### src/rtl/lrn_pkg.sv
package lrn_pkg;

    // Command decoded from the qualified pin combination
    typedef enum logic [1:0] {
        CMD_NONE = 2'd0,
        CMD_RST  = 2'd1,
        CMD_NMI  = 2'd2,
        CMD_REL  = 2'd3
    } lrn_cmd_e;

endpackage

### src/rtl/lrn_sync.sv
module lrn_sync #(
    parameter int WIDTH = 1,
    parameter int STAGES = 2,
    parameter logic [WIDTH-1:0] RESET_VAL = '0
) (
    input  logic             clk,
    input  logic             rst_n,
    input  logic [WIDTH-1:0] din,
    output logic [WIDTH-1:0] dout
);

    logic [STAGES-1:0][WIDTH-1:0] chain_d, chain_q;

    always_comb begin
        chain_d[0] = din;
        for (int i = 1; i < STAGES; i++) begin
            chain_d[i] = chain_q[i-1];
        end
    end

    always_ff @(posedge clk) begin
        if (!rst_n) begin
            chain_q <= {STAGES{RESET_VAL}};
        end else begin
            chain_q <= chain_d;
        end
    end

    assign dout = chain_q[STAGES-1];

endmodule

### src/rtl/lrn_decode.sv
module lrn_decode
    import lrn_pkg::*;
#(
    parameter int NUM_CORES = 8,
    parameter int SEL_W = 4
) (
    input  logic                 clk,
    input  logic                 rst_n,
    input  logic [SEL_W-1:0]     sel_s,
    input  logic                 en_n_s,
    input  logic                 lrst_n_s,
    input  logic                 nmi_n_s,
    output lrn_cmd_e             cmd_o,
    output logic [NUM_CORES-1:0] mask_o
);

    localparam int IDX_W = SEL_W - 1;
    localparam int SMP_W = SEL_W + 3;
    localparam logic [SMP_W-1:0] IDLE_SMP = {{SEL_W{1'b0}}, 3'b111};

    typedef struct packed {
        logic [SMP_W-1:0]     prev;
        lrn_cmd_e             cmd;
        logic [NUM_CORES-1:0] mask;
    } dec_st_t;

    dec_st_t st_d, st_q;
    logic [SMP_W-1:0] smp;
    logic             stable;

    assign smp    = {sel_s, en_n_s, lrst_n_s, nmi_n_s};
    assign stable = (smp == st_q.prev);

    always_comb begin
        st_d      = st_q;
        st_d.prev = smp;
        st_d.cmd  = CMD_NONE;
        st_d.mask = '0;
        if (stable && !en_n_s) begin
            if (!lrst_n_s) begin
                st_d.cmd = CMD_RST;
            end else if (nmi_n_s) begin
                st_d.cmd = CMD_REL;
            end else begin
                st_d.cmd = CMD_NMI;
            end
            if (sel_s[SEL_W-1]) begin
                st_d.mask = '1;
            end else begin
                for (int c = 0; c < NUM_CORES; c++) begin
                    st_d.mask[c] = (sel_s[IDX_W-1:0] == IDX_W'(c));
                end
            end
        end
    end

    always_ff @(posedge clk) begin
        if (!rst_n) begin
            st_q.prev <= IDLE_SMP;
            st_q.cmd  <= CMD_NONE;
            st_q.mask <= '0;
        end else begin
            st_q <= st_d;
        end
    end

    assign cmd_o  = st_q.cmd;
    assign mask_o = st_q.mask;

    // Enable pin high: no command leaves the decoder
    assert_idle_no_cmd_R1: assert property (@(posedge clk) disable iff (!rst_n)
        en_n_s |=> (cmd_o == CMD_NONE));

    // Values that changed since the last sample never produce a command
    assert_unstable_no_cmd_R10: assert property (@(posedge clk) disable iff (!rst_n)
        (smp != st_q.prev) |=> (cmd_o == CMD_NONE));

    // Broadcast code reaches every core
    assert_bcast_all_R3: assert property (@(posedge clk) disable iff (!rst_n)
        (stable && !en_n_s && sel_s[SEL_W-1]) |=> (mask_o == '1));

    // A single-core code addresses at most one core
    assert_single_core_R2: assert property (@(posedge clk) disable iff (!rst_n)
        (!sel_s[SEL_W-1]) |=> $onehot0(mask_o));

endmodule

### src/rtl/lrn_core_state.sv
module lrn_core_state
    import lrn_pkg::*;
#(
    parameter int NUM_CORES = 8
) (
    input  logic                 clk,
    input  logic                 rst_n,
    input  lrn_cmd_e             cmd_i,
    input  logic [NUM_CORES-1:0] mask_i,
    output logic [NUM_CORES-1:0] rst_o,
    output logic [NUM_CORES-1:0] nmi_o
);

    typedef struct packed {
        logic [NUM_CORES-1:0] rst_held;
        logic [NUM_CORES-1:0] nmi_held;
        logic [NUM_CORES-1:0] nmi_pulse;
    } core_st_t;

    core_st_t st_d, st_q;

    always_comb begin
        st_d = st_q;
        for (int c = 0; c < NUM_CORES; c++) begin
            if (mask_i[c]) begin
                unique case (cmd_i)
                    CMD_RST: begin
                        st_d.rst_held[c] = 1'b1;
                        st_d.nmi_held[c] = 1'b0;
                    end
                    CMD_NMI: begin
                        st_d.nmi_held[c] = 1'b1;
                    end
                    CMD_REL: begin
                        st_d.rst_held[c] = 1'b0;
                        st_d.nmi_held[c] = 1'b0;
                    end
                    default: ;
                endcase
            end
            st_d.nmi_pulse[c] = st_d.nmi_held[c] & ~st_q.nmi_held[c];
        end
    end

    always_ff @(posedge clk) begin
        if (!rst_n) begin
            st_q <= '0;
        end else begin
            st_q <= st_d;
        end
    end

    assign rst_o = st_q.rst_held;
    assign nmi_o = st_q.nmi_pulse;

    for (genvar g = 0; g < NUM_CORES; g++) begin : g_core_chk
        // Pulse lasts a single cycle
        assert_nmi_one_cycle_R8: assert property (@(posedge clk) disable iff (!rst_n)
            nmi_o[g] |=> !nmi_o[g]);

        // Unaddressed cores keep their reset level
        assert_unaddressed_hold_R9: assert property (@(posedge clk) disable iff (!rst_n)
            !mask_i[g] |=> $stable(rst_o[g]));

        // Assert-reset drops any pending NMI and holds reset
        assert_rst_clears_nmi_R7: assert property (@(posedge clk) disable iff (!rst_n)
            (mask_i[g] && cmd_i == CMD_RST) |=> (rst_o[g] && !nmi_o[g]));

        // Assert-NMI leaves the reset level alone
        assert_nmi_keeps_rst_R6: assert property (@(posedge clk) disable iff (!rst_n)
            (mask_i[g] && cmd_i == CMD_NMI) |=> $stable(rst_o[g]));
    end

endmodule

### src/rtl/lrn_router.sv
module lrn_router
    import lrn_pkg::*;
#(
    parameter int NUM_CORES = 8,
    parameter int SYNC_STAGES = 2,
    localparam int SEL_W = $clog2(NUM_CORES) + 1
) (
    input  logic                 clk,
    input  logic                 rst_n,
    input  logic [SEL_W-1:0]     core_sel_i,
    input  logic                 lrst_pin_n_i,
    input  logic                 nmi_pin_n_i,
    input  logic                 route_en_n_i,
    output logic [NUM_CORES-1:0] core_rst_o,
    output logic [NUM_CORES-1:0] core_nmi_o
);

    localparam int PIN_W = SEL_W + 3;
    localparam logic [PIN_W-1:0] PIN_IDLE = {{SEL_W{1'b0}}, 3'b111};

    logic [PIN_W-1:0] pins_raw, pins_s;
    lrn_cmd_e             cmd;
    logic [NUM_CORES-1:0] mask;

    assign pins_raw = {core_sel_i, route_en_n_i, lrst_pin_n_i, nmi_pin_n_i};

    lrn_sync #(
        .WIDTH     (PIN_W),
        .STAGES    (SYNC_STAGES),
        .RESET_VAL (PIN_IDLE)
    ) u_sync (
        .clk   (clk),
        .rst_n (rst_n),
        .din   (pins_raw),
        .dout  (pins_s)
    );

    lrn_decode #(
        .NUM_CORES (NUM_CORES),
        .SEL_W     (SEL_W)
    ) u_decode (
        .clk      (clk),
        .rst_n    (rst_n),
        .sel_s    (pins_s[PIN_W-1:3]),
        .en_n_s   (pins_s[2]),
        .lrst_n_s (pins_s[1]),
        .nmi_n_s  (pins_s[0]),
        .cmd_o    (cmd),
        .mask_o   (mask)
    );

    lrn_core_state #(
        .NUM_CORES (NUM_CORES)
    ) u_state (
        .clk    (clk),
        .rst_n  (rst_n),
        .cmd_i  (cmd),
        .mask_i (mask),
        .rst_o  (core_rst_o),
        .nmi_o  (core_nmi_o)
    );

    // A release command clears reset on every addressed core
    assert_release_clears_R5: assert property (@(posedge clk) disable iff (!rst_n)
        (cmd == CMD_REL) |=> ((core_rst_o & mask) == '0) || !$stable(mask));

endmodule

### config.mk
export PLATFORM = sky130hd
export DESIGN_NAME = lrn_router
export DESIGN_NICKNAME = d
export VERILOG_FILES = /design/src/rtl/lrn_pkg.sv /design/src/rtl/lrn_sync.sv /design/src/rtl/lrn_decode.sv /design/src/rtl/lrn_core_state.sv /design/src/rtl/lrn_router.sv
export SDC_FILE = /design/constraint.sdc
export NUM_CORES = 1
export LEC_CHECK = 0
export BUFFER_PORTS_ARGS = -buffer_cell sky130_fd_sc_hd__buf_2
export CORE_ASPECT_RATIO = 1.1
export CORE_MARGIN = 2
export CORE_UTILIZATION = 53
export DETAILED_ROUTE_END_ITERATION = 10
export HOLD_SLACK_MARGIN = 0.12
export PLACE_DENSITY = 0.74
export SYNTH_ARGS = -nofsm -noshare
export SYNTH_HDL_FRONTEND = slang
export SYNTH_HIERARCHICAL = 1
export SYNTH_SLANG_ARGS = --single-unit
export TNS_END_PERCENT = 100
### constraint.sdc
create_clock -name clk -period 2.55 [get_ports clk]
set_input_delay 0.255 -clock clk [delete_from_list [all_inputs] [get_ports clk]]
set_output_delay 0.255 -clock clk [all_outputs]
set_load 0.02 [all_outputs]
==> impl_summary.md <==
Synth
Yosys printed 6 warnings. The total nets after synthesis is 196. The post-synthesis sequential area ratio is 53.1%. The portion of synthesized cell area occupied by the leading cell type is 53.1%. Yosys attributes the largest share of cell area to dfxtp_1, buf_4, a21oi_1, nor3_2, a311oi_1. The most area-hungry cell type in the Yosys netlist is dfxtp_1. The number of enable-type register cells in the synthesized netlist is 0. After synthesis, the share of flip-flops with an asynchronous set or reset is 0%.

The top flip-flop cell by instance count after synthesis is dfxtp_1. Synthesis produced a netlist whose cell count is 187. Synthesis inferred 55 register bits. The average footprint of a synthesized cell is 11.1 µm². After synthesis the cells add up to 2070 µm². The count of distinct cell types in the synthesized netlist is 23.

Layout
0 antenna diodes ended up in the layout. The number of nets in the layout is 191. The synthesis-to-layout area growth is 0.664%. The fraction of final layout cells with drive strength greater than 1 is 25.1%.

CTS
TritonCTS built the clock tree. The number of sinks handled by clock tree synthesis is 55. The H-tree was split into 2 levels. Counting the buffers created by CTS gives 5. The clock tree buffer depth is 2. The quantity of hold-fixing buffers added after cts is 1. The number of setup buffers added after CTS is 0.

At the later pin of the worst-skew pair, clock insertion delay measures 0.31 ns. The number of gates resized after CTS was 0. The cell at the root of the clock tree is clkbuf_8. The clock transition time at the flip-flop clock pins of the worst setup and hold paths is 0.09 ns.

Detailed routing
The vias after detailed routing is 1179. The final wirelength is 2810 µm. The residual DRC count is 0.

In the final routed layout, each cell accounts on average for 12.1 µm. The via density per instance is 5.06. Before antenna repair, the detailed router went through 4 iterations. After the first detailed-routing iteration, the DRC count stood at 67. The antenna violation net count after detailed routing is 0.

STA
The minimum clock period after layout is 1.59 ns. The max-slew violation count is 0. The setup skew after layout is 0.0102 ns.

Headroom to the max-slew limit came out at 46.5%. The final hold violation count came to 0. Setup repair after global routing left no endpoint under its margin. The slew at the pin with the worst max-slew slack is 0.801 ns.

After routing, the total negative slack on setup checks comes to 0 ns. The final critical path takes up 62.4% of the cycle. Setup violations remaining at the end of the flow were counted as 0. The top achievable clock speed is 628 MHz. Hold timing on the final database bottoms out at a slack of 0.134 ns.

Placement
The weighted congestion reported at the end of routability-driven placement is 0.810. Buffers placed on the I/O ports in this run total 24. The estimated wirelength of the detail-placed design is 1910 µm.

Setup path
The slowest stage of the critical path is the nand4_1 cell. The maximum net fanout on the critical path is 10. The critical path in this run is classified as reg -> reg. Traced cell by cell, the critical path runs through xnor2_1 -> nand4_1 -> nor3_2. The data arrival at the endpoint of the critical path is 1.81 ns. Data on the critical path is required at its endpoint by 2.77 ns. STA classifies the critical path endpoint as a flop. The startpoint class of the critical path is a flop. On the worst path, the slowest cell contributes a delay of 0.52 ns. For flop-to-flop paths, the worst setup slack is 0.96 ns.

Die
The floorplan step set the die height to 69.6 µm. In this run the core area contains 23 standard-cell rows. The floorplan step defined a core boundary enclosing 3680 µm².

The top-level port count is 25. The floorplan step defined a die boundary enclosing 4430 µm². The floorplan step set the die width to 63.6 µm. Once the floorplan was initialized, standard cells occupied 56.3% of the core.

Pwr
The worst-case IR drop observed on VDD is 0.446 mV. In this run the power density over the cells is 731 nW/µm². The analysis attributes to cell leakage a power of 0.796 nW.

Global routing
In this run the most used layer during global routing was met2. The via count of the first global-routing pass is 1150. Entering global routing, the biggest net connects 26 pins. The combined global-route utilization of all metal layers is 14.4%. The met3 layer usage reported by global route is 4.55%. Global routing consumed, on the met2 layer, 24.3% of the routing resources. For this run the aggregate overflow at the end of global routing stands at 0. The initial antenna violation count is 0. The first global-routing pass estimated 4940 µm of wire. For this run, global-route usage on met1 was measured as 15.8%.

Run status
The run finished with clean final reports.

Min path
The type of the tightest min-delay check is in -> reg.

Run
The number of max-capacitance violations reported is 0.
## final cells by class
type / count / area, µm²
inverter: 5 / 18.8
timing repair buffer: 25 / 130
multi-input combinational: 90 / 653
clock buffer: 6 / 82.6
tap: 50 / 62.6
fill: 320 / 1600
sequential: 55 / 1100
clock inverter: 2 / 38.8
## metal layers
layer,share of wire [%],up-vias
li1,-,605
met1,44,535
met2,49,35
met3,5.1,4
met4,2.3,0
met5,0,-
## placed cells by master, fill, tap and decap left out
cell type      synthesis  layout
dlygate4sd3_1          0       1
nor3_2                 9       9
nand3b_4               1       1
a31oi_1                6       6
bufinv_16              0       1
a311oi_1               8       8
inv_6                  0       1
inv_2                  1       1
buf_2                  0      24
nor3_4                 1       1
nor2_1                 2       2
and2_1                11      11
a211oi_1               8       8
nand2_1                1       1
xor2_1                 2       2
or4_4                  1       1
or2b_1                 1       1
dfxtp_1               55      55
a21oi_1               18      18
and2_2                 1       1
xnor2_1                4       4
clkbuf_8               0       6
inv_1                  4       4
nand4_1                1       1
nand2b_1               7       7
nor3b_1                8       8
## final timing paths
check | startpoint | to | depth (start not counted)
max | u_sync/dout[6] | u_decode/cmd_o[0] | 3
min | nmi_pin_n_i | u_sync/chain_d[7] | 2
max reg2reg | u_sync/dout[6] | u_decode/cmd_o[0] | 3
min reg2reg | u_sync/chain_d[8] | u_sync/dout[1] | 1
## logic make-up after synthesis
group / synth area share [%]
flops: 53.1
simple gates: 16.5
buf+inv: 15.4
compound gates: 12.4
xor+xnor: 2.53
## worst max-delay path, delay by kind of cell (launching register included)
family        cells  cell delay (ns)
simple gates      2             0.84
xor+xnor          1             0.16
flops             1             0.51
## Yosys cell counts, types with 2 or more instances
master	instances
a31oi_1	6
inv_1	4
xnor2_1	4
a311oi_1	8
and2_1	11
buf_4	31
dfxtp_1	55
nor2_1	2
nand2b_1	7
a21oi_1	18
a211oi_1	8
buf_6	6
nor3_2	9
nor3b_1	8
xor2_1	2
## report_power, final
group / total, mW / internal (mW) / switching [mW]
Sequential: 0.880 / 0.871 / 0.00869
Clock: 0.594 / 0.323 / 0.271
Combinational: 0.0514 / 0.0199 / 0.0315
Total: 1.53 / 1.21 / 0.311
## registers in the layout, indices dropped and copies added, names as in the netlist
name	cells
u_decode/mask_o	8
u_decode/cmd_o	2
u_decode/st_q	7
u_state/nmi_o	8
u_sync/dout	7
u_state/rst_o	8
u_state/st_q	8
u_sync/chain_d	7
## stage by stage
step	total power, mW	utilization [%]	cell area (µm²)	instances	setup slack [ns]
finish	1.53	56.7	2090	233	0.958
global route	1.57	56.7	2090	233	0.799
CTS	1.54	56.7	2090	233	0.940
detailed placement	0.951	53.1	1960	224	0.920
global placement	0.948	53.1	1960	224	0.973
floorplan	0.942	-	2070	187	1.13
Note: power is estimated with default switching activity, not from simulation.
